$ cat src/rtl/uart_rx_gate.sv
module uart_rx_gate #(
  parameter int DATA_W    = 8,
  parameter int IDLE_BITS = 10
) (
  input  logic              clk,
  input  logic              rst_n,
  input  logic              cfg_hold,
  input  logic              cfg_err_accept,
  input  logic              cfg_brk_report,
  input  logic              cfg_dormant,
  input  logic              cfg_autobaud,
  input  logic              bit_tick,
  input  logic              line_in,
  input  logic              chr_valid,
  input  logic [DATA_W-1:0] chr_data,
  input  logic              chr_parity_err,
  input  logic              chr_frame_err,
  input  logic              chr_break,
  input  logic              chr_addr,
  input  logic              rd_ack,
  output logic [DATA_W-1:0] rx_data,
  output logic              rx_ready,
  output logic              st_parity,
  output logic              st_frame,
  output logic              st_break,
  output logic              st_overrun,
  output logic              st_wake
);
  localparam int CNT_W = $clog2(IDLE_BITS + 1);
  localparam logic [DATA_W-1:0] SYNC_CODE = {(DATA_W/2){2'b01}};
  localparam logic [CNT_W-1:0] CNT_MAX  = CNT_W'(IDLE_BITS);
  localparam logic [CNT_W-1:0] CNT_LAST = CNT_W'(IDLE_BITS - 1);

  logic acc_q, brkrep_q, dorm_q, abaud_q;
  logic [CNT_W-1:0] idle_cnt;
  logic idle_armed, brk_pend;

  wire chr_err   = chr_parity_err | chr_frame_err;
  wire sync_hit  = brk_pend & (chr_data == SYNC_CODE) & ~chr_err & ~chr_break;
  wire wake_ok   = ~dorm_q | (abaud_q ? sync_hit : (chr_addr | idle_armed));
  wire policy_ok = chr_break ? brkrep_q : (~chr_err | acc_q);
  wire store     = chr_valid & wake_ok & policy_ok;

  always_ff @(posedge clk or negedge rst_n) begin
    if (!rst_n) begin
      acc_q    <= 1'b0;
      brkrep_q <= 1'b0;
      dorm_q   <= 1'b0;
      abaud_q  <= 1'b0;
    end else if (cfg_hold) begin
      acc_q    <= cfg_err_accept;
      brkrep_q <= cfg_brk_report;
      dorm_q   <= cfg_dormant;
      abaud_q  <= cfg_autobaud;
    end
  end

  always_ff @(posedge clk or negedge rst_n) begin
    if (!rst_n) begin
      idle_cnt   <= '0;
      idle_armed <= 1'b0;
      brk_pend   <= 1'b0;
    end else if (cfg_hold) begin
      idle_cnt   <= '0;
      idle_armed <= 1'b0;
      brk_pend   <= 1'b0;
    end else if (chr_valid) begin
      idle_cnt   <= '0;
      idle_armed <= 1'b0;
      brk_pend   <= dorm_q & abaud_q & chr_break;
    end else if (bit_tick) begin
      if (line_in) begin
        if (idle_cnt != CNT_MAX) idle_cnt <= idle_cnt + 1'b1;
        if (idle_cnt == CNT_LAST) idle_armed <= 1'b1;
      end else begin
        idle_cnt <= '0;
      end
    end
  end

  always_ff @(posedge clk or negedge rst_n) begin
    if (!rst_n) begin
      rx_data    <= '0;
      rx_ready   <= 1'b0;
      st_parity  <= 1'b0;
      st_frame   <= 1'b0;
      st_break   <= 1'b0;
      st_overrun <= 1'b0;
      st_wake    <= 1'b0;
    end else if (cfg_hold) begin
      rx_data    <= '0;
      rx_ready   <= 1'b0;
      st_parity  <= 1'b0;
      st_frame   <= 1'b0;
      st_break   <= 1'b0;
      st_overrun <= 1'b0;
      st_wake    <= 1'b0;
    end else if (store) begin
      rx_data    <= chr_data;
      rx_ready   <= 1'b1;
      st_parity  <= chr_parity_err;
      st_frame   <= chr_frame_err;
      st_break   <= chr_break;
      st_overrun <= (rx_ready | st_overrun) & ~rd_ack;
      st_wake    <= chr_addr | idle_armed;
    end else if (rd_ack) begin
      rx_ready   <= 1'b0;
      st_parity  <= 1'b0;
      st_frame   <= 1'b0;
      st_break   <= 1'b0;
      st_overrun <= 1'b0;
      st_wake    <= 1'b0;
    end
  end
endmodule

$ cat config.mk
export PLATFORM = sky130hd
export DESIGN_NAME = uart_rx_gate
export DESIGN_NICKNAME = d
export VERILOG_FILES = /design/src/rtl/uart_rx_gate.sv
export SDC_FILE = /design/constraint.sdc
export NUM_CORES = 1
export LEC_CHECK = 0
export BUFFER_PORTS_ARGS = -buffer_cell sky130_fd_sc_hd__buf_2
export CORE_UTILIZATION = 59
export CTS_BUF_LIST = sky130_fd_sc_hd__clkbuf_8
export CTS_CLUSTER_DIAMETER = 50
export CTS_CLUSTER_SIZE = 30
export DETAILED_ROUTE_END_ITERATION = 6
export HOLD_SLACK_MARGIN = 0.02
export PLACE_DENSITY = 0.88
export RECOVER_POWER = 50
export SETUP_SLACK_MARGIN = 0.1
export SLEW_MARGIN = 40
export SYNTH_ARGS = -nofsm -noshare
export SYNTH_HDL_FRONTEND = slang
export SYNTH_SLANG_ARGS = --single-unit
export TNS_END_PERCENT = 100
$ cat constraint.sdc
create_clock -name clk -period 2.77 [get_ports clk]
set_clock_uncertainty 0.05 [all_clocks]
set_input_delay 0.4155 -clock clk [delete_from_list [all_inputs] [get_ports clk]]
set_output_delay 0.4155 -clock clk [all_outputs]
set_load 0.03 [all_outputs]
# After elaboration in Yosys (flattened, before gate mapping)
# Cells that the tools add are included.
[totals]
regBits = 24
out_inout_bits = 14
wordCells = 73
in_bits = 23
[op_classes]
muxes = 29
add_sub_neg = 1
n_bitwise = 17
n_eq_ne = 4
reduce_logical = 8
[op_table]
columns = ["operator", "count"]
rows = [
  ["two-way mux 1 bit", 22],
  ["two-way mux 4 bit", 5],
  ["two-way mux 8 bit", 2],
  ["nonzero test 3 bit", 4],
  ["AND 1 bit", 8],
  ["equality test 8 x 7 -> 1 bit (second input constant)", 1],
  ["OR 1 bit", 5],
  ["adder 4 x 1 -> 4 bit (second input constant)", 1],
  ["equality test 4 bit (second input constant)", 1],
  ["!= test 4 x 2 -> 1 bit (second input constant)", 1],
  ["!= test 4 bit (second input constant)", 1],
  ["inverter 1 bit", 4],
  ["nonzero test 2 bit", 2],
  ["AND reduction 3 bit", 1],
  ["AND reduction 2 bit", 1],
]

# Longest topological paths before layout
# Gate-level depths: netlist (run 1).
[depth]
ltp_word = 10
depth_mapped = 6

# Worst setup path before layout (run 1)
# Ideal clock, no wire load.
[synth_path]
kind = "input to register"
start = "input chr_data[3]"
end = "register st_wake"
cell_stages = 5
t_arrival_ns = 1.289
setup_time_ns = 0.124
setup_slack_ns = 1.307
path_cell_list = "and4bb_2 -> nand4_4 -> buf_6 -> a21o_1 -> mux2i_1"
[synth_between]
elab_chain_cells = 10
elab_cells_between_ends = 11
[synth_lines]
columns = ["item", "line", "source"]
rows = [
  ["start: declaration", "15", "input logic [DATA_W-1:0] chr_data,"],
  ["equality test 8 x 7 -> 1 bit *", "39", "wire sync_hit = brk_pend & (chr_data == SYNC_CODE) & ~chr_err & ~chr_break;"],
  ["AND 1 bit * (3 in series)", "39", ""],
  ["two-way mux 1 bit *", "40", "wire wake_ok = ~dorm_q | (abaud_q ? sync_hit : (chr_addr | idle_armed));"],
  ["OR 1 bit *", "40", ""],
  ["AND 1 bit * (2 in series)", "42", "wire store = chr_valid & wake_ok & policy_ok;"],
  ["two-way mux 1 bit", "98", "end else if (store) begin"],
  ["two-way mux 1 bit", "90", "end else if (cfg_hold) begin"],
  ["end signal: assignment", "105", "st_wake <= chr_addr | idle_armed;"],
  ["end: declaration", "27", "output logic st_wake"],
]
# Mark *: on every way between the ends. The rest lies on a longest branch, timed or not.
# A chain may end at the register's enable or synchronous reset.

# Final worst setup path (run 1)
[layout_path]
start = "input cfg_hold"
end = "register rx_data[6]"
[layout_between]
elab_chain_cells = 1
elab_cells_between_ends = 2
[layout_lines]
columns = ["item", "line", "source"]
rows = [
  ["start: declaration", "7", "input logic cfg_hold,"],
  ["two-way mux 8 bit / nonzero test 2 bit (equally long branches)", "--", ""],
  ["end signal: assignment", "99", "rx_data <= chr_data;"],
  ["end: declaration", "21", "output logic [DATA_W-1:0] rx_data,"],
]
# Several ways; a longest one is shown, not always the timed one.

==> results of run 1 <==
synthesized netlist by cell type, drive strengths merged:
cell type / instances / area share
dfrtp: 24 / 0.41
nand3: 21 / 0.071
nand2: 11 / 0.028
nor2b: 11 / 0.047
nand4b: 10 / 0.060
mux2: 8 / 0.064
nor2: 6 / 0.015
o2111ai: 6 / 0.036
clkbuf: 5 / 0.013
a21oi: 4 / 0.014
buf: 4 / 0.021
nand3b: 4 / 0.020
nand4: 4 / 0.027
a2bb2oi: 3 / 0.018
ha: 3 / 0.026
inv: 3 / 0.0077
o21bai: 3 / 0.015
a21boi: 2 / 0.010
a21o: 2 / 0.010
and4bb: 2 / 0.017
nand2b: 2 / 0.0085
o21ai: 2 / 0.0068
xor2: 2 / 0.012
a211oi: 1 / 0.0051
a31oi: 1 / 0.0043
and2: 1 / 0.0043
and3b: 1 / 0.0060
mux2i: 1 / 0.0068
nor3: 1 / 0.0034
o211a: 1 / 0.0068
o211ai: 1 / 0.0085
cells by family (layout without fill, tap and decap cells):
| logic type | count (synthesis) | in the layout |
|---|---|---|
| AOI/OAI and AO/OA | 26 | 26 |
| xor gates and xnor gates | 2 | 2 |
| adders and majority gates | 3 | 3 |
| buffers and inverters | 12 | 43 |
| DFF | 24 | 24 |
| muxes | 9 | 9 |
| and+or+nand+nor | 74 | 74 |
registers in the layout, indices dropped and copies added (netlist names):
register	cells
acc_q	1
abaud_q	1
st_overrun	1
brk_pend	1
rx_data	8
st_parity	1
idle_cnt	4
st_break	1
st_wake	1
brkrep_q	1
st_frame	1
rx_ready	1
idle_armed	1
dorm_q	1
worst register-to-register path, cell delays in order, from the launching register on:
cell and delay [ps]:
dfrtp_1 400, o21bai_1 420, and2_1 430, a2bb2oi_1 220, a21oi_1 90
through the flow:
stage | hold slack (ps) | utilization
finish | 324.7 | 0.7493
global route | 318.4 | 0.7493
floorplan | 69.91 | -
detailed placement | 375.0 | 0.7191
global placement | 366.2 | 0.7191
CTS | 84.65 | 0.7504
final cells by class:
| cell class | count | area (µm²) | area share |
|---|---|---|---|
| Clock buffer | 3 | 41.29 | 0.02421 |
| Multi-Input combinational cell | 114 | 809.5 | 0.4747 |
| Inverter | 3 | 11.26 | 0.006603 |
| Clock inverter | 1 | 30.03 | 0.01761 |
| Tap cell | 28 | 35.03 | 0.02054 |
| Sequential cell | 24 | 600.6 | 0.3522 |
| Timing Repair Buffer | 36 | 177.7 | 0.1042 |
power by group through the flow:
stage	sequential, mW	combinational (mW)	clock (mW)
after floorplan	0.419	0.0814	0
after CTS	0.388	0.163	0.309
after global routing	0.391	0.176	0.324
after global placement	0.393	0.157	0
after detailed placement	0.395	0.161	0
final	0.388	0.164	0.310
placed cells by master (no fill, tap or decap), types with 3 or more instances in the layout:
cell	count
a21oi_1	4
a2bb2oi_1	3
buf_2	34
clkbuf_8	3
dfrtp_1	24
ha_1	3
inv_1	3
mux2_2	7
nand2_1	11
nand3_1	21
nand3b_1	4
nand4_1	3
nand4b_1	10
nor2_1	6
nor2b_1	11
o2111ai_1	6
o21bai_1	3
how the worst max path moves through the flow:
stage | slack (ps) | depth (start not counted) | to
floorplan | 1310 | 5 | st_wake
global placement | 960 | 5 | st_wake
detailed placement | 940 | 5 | st_wake
CTS | 1040 | 4 | st_wake
global route | 800 | 5 | st_overrun
finish | 940 | 5 | rx_data[6]
layer usage:
layer,track usage,wire length [µm],vias up
met1,0.3494,1478,622
met2,0.4530,1705,66
met4,0.1396,90,0
met3,0.03216,169,16
li1,-,-,620
met5,0,0,-
==> results.sh, run 1 <==
export IMPL_final_max_slew_viol_count=0
export IMPL_initial_core_util=0.6465
export IMPL_timing_final_ws_setup_ps=940.3
export IMPL_fmax_ghz=0.5465
export IMPL_synthXorXnorAreaFrac=0.01190
export IMPL_htree_levels=1
export IMPL_synthDistinctLibCells=35
export IMPL_ioPinCount=37
export IMPL_leakagePower_nw=0.8088
export IMPL_cp_data_arrival_time_ps=1940
export IMPL_r2r_slack_ps=1000
export IMPL_gp_congestion=0.9071
export IMPL_place_inst=205
export IMPL_slowest_delay_ps=900
export IMPL_rr_startpoint="idle_armed"
export IMPL_worst_hold_path_num_cells=2
export IMPL_ys_seq_elements=24
export IMPL_seq_area_frac_synth=0.4082
export IMPL_cts_clk_slew_worst_paths_ps=90
export IMPL_core_um2=2276
export IMPL_cp_required_ps=2880
export IMPL_num_antenna_cells=0
export IMPL_rsz0062_at_grt="no"
export IMPL_synthesis_area_um2=1471
export IMPL_outcome="completed"
export IMPL_cts_max_path_buffers=2
export IMPL_critPathSlowestCell="clkbuf_1"
export IMPL_switching_share=0.2778
export IMPL_synthCells=150
export IMPL_clock_sinks=24
export IMPL_fin_crit_ps=1830
export IMPL_cts_buffers=3
export IMPL_min_delay_start="cfg_dormant"
export IMPL_grt_pass1_wl_mm=5.354
export IMPL_ctsResizeCount=0
export IMPL_path_class="primary input to register"
export IMPL_cp_num_buf_inv=1
export IMPL_path_cells="clkbuf_1, nor2b_1, o2111ai_1, mux2_4, nand3_1"
export IMPL_tightestPinTransition_ps=1262
export IMPL_p_sw_mw=0.2395
export IMPL_firstDrtPassIters=4
export IMPL_p_seq_frac=0.450
export IMPL_p_per_area_nw_per_um2=505.5
export IMPL_setup_viol=0
export IMPL_root_buffer="clkbuf_8"
export IMPL_dp_slack_ps=941.5
export IMPL_place_area_um2=1637
export IMPL_globalRoute_totalOverflow=0
export IMPL_finalPower_mw=0.8621
export IMPL_synthMuxAreaShare=0.07058
export IMPL_combPwrFrac=0.191
export IMPL_avgRoutedWirePerCell_um=16.47
export IMPL_stdcell_area_um2=1705
export IMPL_path_delay_family="buffers and inverters"
export IMPL_synthAdderAreaFrac=0.02551
export IMPL_die_w_um=51.94
export IMPL_die_y_um=51.94
export IMPL_ir_drop_mv=0.3524
export IMPL_synth_top_family_by_area="simple AND/OR/NAND/NOR gates"
export IMPL_rows=17
export IMPL_viasPerCell=6.335
export IMPL_worst_setup_path_end_kind="register"
export IMPL_layout_area_overhead_vs_synth_pct=15.90
export IMPL_nets=208
export IMPL_ant_nets=0
export IMPL_grt_pass1_vias=1181
export IMPL_layout_drive_gt1_share=0.2762
export IMPL_crit_path_start="cfg_hold"
export IMPL_power_share_clock=0.359
export IMPL_grt_usage=0.2742
export IMPL_syn_nets=176
export IMPL_worstRegToRegCells=4
export IMPL_crit_fanout=33
export IMPL_port_buffers=36
export IMPL_die_area_um2=2698
export IMPL_wl_mm=3.443
export IMPL_antenna_found_initial=0
export IMPL_grt_max_degree=34
export IMPL_p_int_mw=0.6226
export IMPL_fin_crit_sh=0.6605
export IMPL_hp_class="primary input to register"
export IMPL_syn_avg_cell_area_um2=9.809
export IMPL_dp_hpwl_mm=2.456
export IMPL_yosysWarnings=0
export IMPL_hold_viol_final=0
export IMPL_worst_hold_path_endpoint="dorm_q"
export IMPL_fin_cells=209
export IMPL_startpoint_type="primary input"
export IMPL_clk_insertion_delay_late_ps=270
export IMPL_drt_initial_drc_count=78
export IMPL_cts_setup_buffers=0
export IMPL_num_vias=1324
export IMPL_max_cap_violations=0
export IMPL_timing_rr_end="st_parity"
export IMPL_drcViolationCount=0
export IMPL_max_slew_margin=0.1587
export IMPL_post_synth_and_or_nand_nor_area_fraction=0.3078
export IMPL_synth_compound_area_frac=0.1344
export IMPL_hold_buffers=0
export IMPL_n_fill_cell=154
export IMPL_cts_tree="done"
export IMPL_fin_tns_setup_ps=0
Power figures use the tool's default switching activity.
==> inputs of run 2 (changes only) <==
--- a/config.mk
+++ b/config.mk
@@ -5,14 +5,15 @@
 export SDC_FILE = /design/constraint.sdc
 export NUM_CORES = 1
 export LEC_CHECK = 0
+export ABC_AREA = 1
 export BUFFER_PORTS_ARGS = -buffer_cell sky130_fd_sc_hd__buf_2
-export CORE_UTILIZATION = 59
+export CORE_UTILIZATION = 48
 export CTS_BUF_LIST = sky130_fd_sc_hd__clkbuf_8
 export CTS_CLUSTER_DIAMETER = 50
 export CTS_CLUSTER_SIZE = 30
 export DETAILED_ROUTE_END_ITERATION = 6
 export HOLD_SLACK_MARGIN = 0.02
-export PLACE_DENSITY = 0.88
+export PLACE_DENSITY = 0.79
 export RECOVER_POWER = 50
 export SETUP_SLACK_MARGIN = 0.1
 export SLEW_MARGIN = 40
==> constraint.sdc (replaced) <==
create_clock -name clk -period 1.48 [get_ports clk]
set_clock_uncertainty 0.05 [all_clocks]
set_input_delay 0.222 -clock clk [delete_from_list [all_inputs] [get_ports clk]]
set_output_delay 0.222 -clock clk [all_outputs]
set_load 0.03 [all_outputs]
==> results.sh, run 2 <==
export IMPL_met1_usage=0.2639
export IMPL_synthesis_area_um2=1300
export IMPL_switching_share=0.3029
export IMPL_htree_levels=1
export IMPL_fin_crit_ps=1410
export IMPL_syn_nets=181
export IMPL_seq_area_frac_synth=0.4620
export IMPL_n_fill_cell=216
export IMPL_drt_initial_drc_count=27
export IMPL_ys_seq_elements=24
export IMPL_combPwrFrac=0.255
export IMPL_grt_pass1_wl_mm=4.602
export IMPL_fin_tns_setup_ps=0
export IMPL_rows=18
export IMPL_synth_async_reset_ratio=1.000
export IMPL_place_inst=218
export IMPL_path_class="register to register"
export IMPL_syn_avg_cell_area_um2=8.387
export IMPL_die_y_um=54.04
export IMPL_cp_required_ps=1640
export IMPL_dp_hpwl_mm=2.037
export IMPL_grtUsageMet2=0.3807
export IMPL_antenna_found_initial=0
export IMPL_max_cap_violations=0
export IMPL_cts_clk_slew_worst_paths_ps=80
export IMPL_fin_cells=232
export IMPL_layout_common_cells="36 x nand2_1, 33 x buf_2, 24 x dfrtp_1"
export IMPL_ys_flop_type="dfrtp_1"
export IMPL_cts_max_path_buffers=2
export IMPL_synthTopCellsByCount="37 x nand2_1, 24 x dfrtp_1, 16 x inv_1, 15 x nand3_1, 14 x nand4_1"
export IMPL_ant_nets=0
export IMPL_p_seq_frac=0.465
export IMPL_clk_insertion_delay_late_ps=270
export IMPL_yosysTopAreaCellShare=0.4620
export IMPL_p_int_mw=1.100
export IMPL_num_vias=1224
export IMPL_root_buffer="clkbuf_8"
export IMPL_synthDistinctLibCells=24
export IMPL_cts_buffers=3
export IMPL_avgRoutedWirePerCell_um=12.64
export IMPL_crit_fanout=7
export IMPL_die_w_um=54.04
export IMPL_initial_core_util=0.5154
export IMPL_power_share_clock=0.281
export IMPL_viasPerCell=5.276
export IMPL_synth_area_leaders="dfrtp_1 46%, nand2_1 11%, nand4_1 6.7%"
export IMPL_ir_drop_mv=0.7209
export IMPL_multi_input_area_um2=643.1
export IMPL_startpoint_type="register"
export IMPL_top_register="rx_data"
export IMPL_yosysWarnings=0
export IMPL_leakagePower_nw=0.8768
export IMPL_drcViolationCount=0
export IMPL_num_antenna_cells=0
export IMPL_fin_crit_sh=0.9528
export IMPL_nets=229
export IMPL_wl_mm=2.933
export IMPL_largest_registers="rx_data (8), idle_cnt (4)"
export IMPL_final_max_slew_viol_count=0
export IMPL_synth_edff_count=0
export IMPL_grt_pass1_vias=1084
export IMPL_largest_reg_flops=8
export IMPL_port_buffers=36
export IMPL_setup_viol=0
export IMPL_firstDrtPassIters=4
export IMPL_final_common_cell="nand2_1"
export IMPL_die_area_um2=2920
export IMPL_grt_usage=0.2232
export IMPL_use_met3=0.03390
export IMPL_regArea_um2=600.6
export IMPL_p_per_area_nw_per_um2=949.2
export IMPL_gp_congestion=0.8010
export IMPL_finalPower_mw=1.578
export IMPL_cts_tree="done"
export IMPL_fmax_ghz=0.7091
export IMPL_globalRoute_totalOverflow=0
export IMPL_clock_sinks=24
export IMPL_p_sw_mw=0.4782
export IMPL_worst_setup_path_end_kind="register"
export IMPL_synthCells=155
export IMPL_core_um2=2522
export IMPL_hp_class="primary input to register"
export IMPL_tightestPinTransition_ps=581.4
export IMPL_synth_area_leader_cell="dfrtp_1"
export IMPL_hold_viol_final=0
export IMPL_layout_drive_gt1_share=0.3465
export IMPL_cp_data_arrival_time_ps=1570
export IMPL_rsz0062_at_grt="yes"
export IMPL_max_slew_margin=0.6124
export IMPL_top_usage_layer="met2"
export IMPL_ioPinCount=37
export IMPL_synthMostInstantiatedCell="nand2_1"
export IMPL_grt_max_degree=26
export IMPL_layout_area_overhead_vs_synth_pct=27.91
export IMPL_outcome="completed"
## run 2: area by class of cell
class / count / area share
inverter: 19 / 0.04439
sequential: 24 / 0.3612
clock buffer: 4 / 0.03311
tap: 30 / 0.02257
multi-input combinational: 109 / 0.3868
timing repair buffer: 46 / 0.1520
## run 2: stage by stage
stage               hold WS, ps  area [µm²]    util  worst slack, ps
floorplan                -123.6        1300       -            199.3
global placement          171.1        1491  0.5913            109.3
detailed placement        179.9        1491  0.5913            66.05
CTS                       101.7        1572  0.6230            104.3
global route              104.7        1663  0.6592           -12.77
finish                    102.1        1663  0.6592            69.79
## run 2: cell families (layout without fill, tap and decap cells)
| kind of cell | Yosys count | in the layout | share of synthesized area |
|---|---|---|---|
| compound gates | 11 | 11 | 0.06064 |
| flops | 24 | 24 | 0.4620 |
| simple gates | 92 | 95 | 0.3561 |
| fa+ha+maj | 3 | 3 | 0.02888 |
| buf+inv | 25 | 69 | 0.09239 |
## run 2: path summary, 6_finish.rpt
check                          startpoint        to  slack [ps]  depth (start not counted)
min reg2reg                         acc_q     acc_q         440                          2
max in group asynchronous           rst_n  brk_pend         570                          2
min in group asynchronous           rst_n  st_frame         430                          2
max reg2reg                    idle_armed  st_frame          70                          6
max                            idle_armed  st_frame          70                          6
min                        cfg_brk_report  brkrep_q         100                          3
## run 2: what timing repair did
item | 4_1_cts | 5_1_grt
buffers inserted | 0 | 6
gates resized for setup | 1 | 9
endpoints found under the setup margin | 14 | 18
gates cloned | 1 | 2
pin swaps | 1 | 10
hold endpoints to repair | 24 | 0
hold buffers | 1 | 0
## run 2: routing by layer
| layer | routed length, µm | vias up |
|---|---|---|
| met5 | 0 | - |
| met4 | 80 | 0 |
| met3 | 181 | 11 |
| met2 | 1457 | 49 |
| met1 | 1213 | 555 |
| li1 | - | 609 |
## run 2: critical path, stage by stage (launching register included)
cell and delay (ps):
dfrtp_1 380, or2_4 250, a21oi_4 220, nand2_4 140, nand2_8 120, nand3_1 90, nand2_1 90
## run 2: power by group through the flow
stage | clock network, mW | logic (mW) | registers [mW]
4_1_cts | 0.455 | 0.309 | 0.731
3_5_place_dp | 0 | 0.300 | 0.745
6_report | 0.443 | 0.402 | 0.733
5_1_grt | 0.484 | 0.446 | 0.739
2_1_floorplan | 0 | 0.170 | 0.777
3_3_place_gp | 0 | 0.288 | 0.741
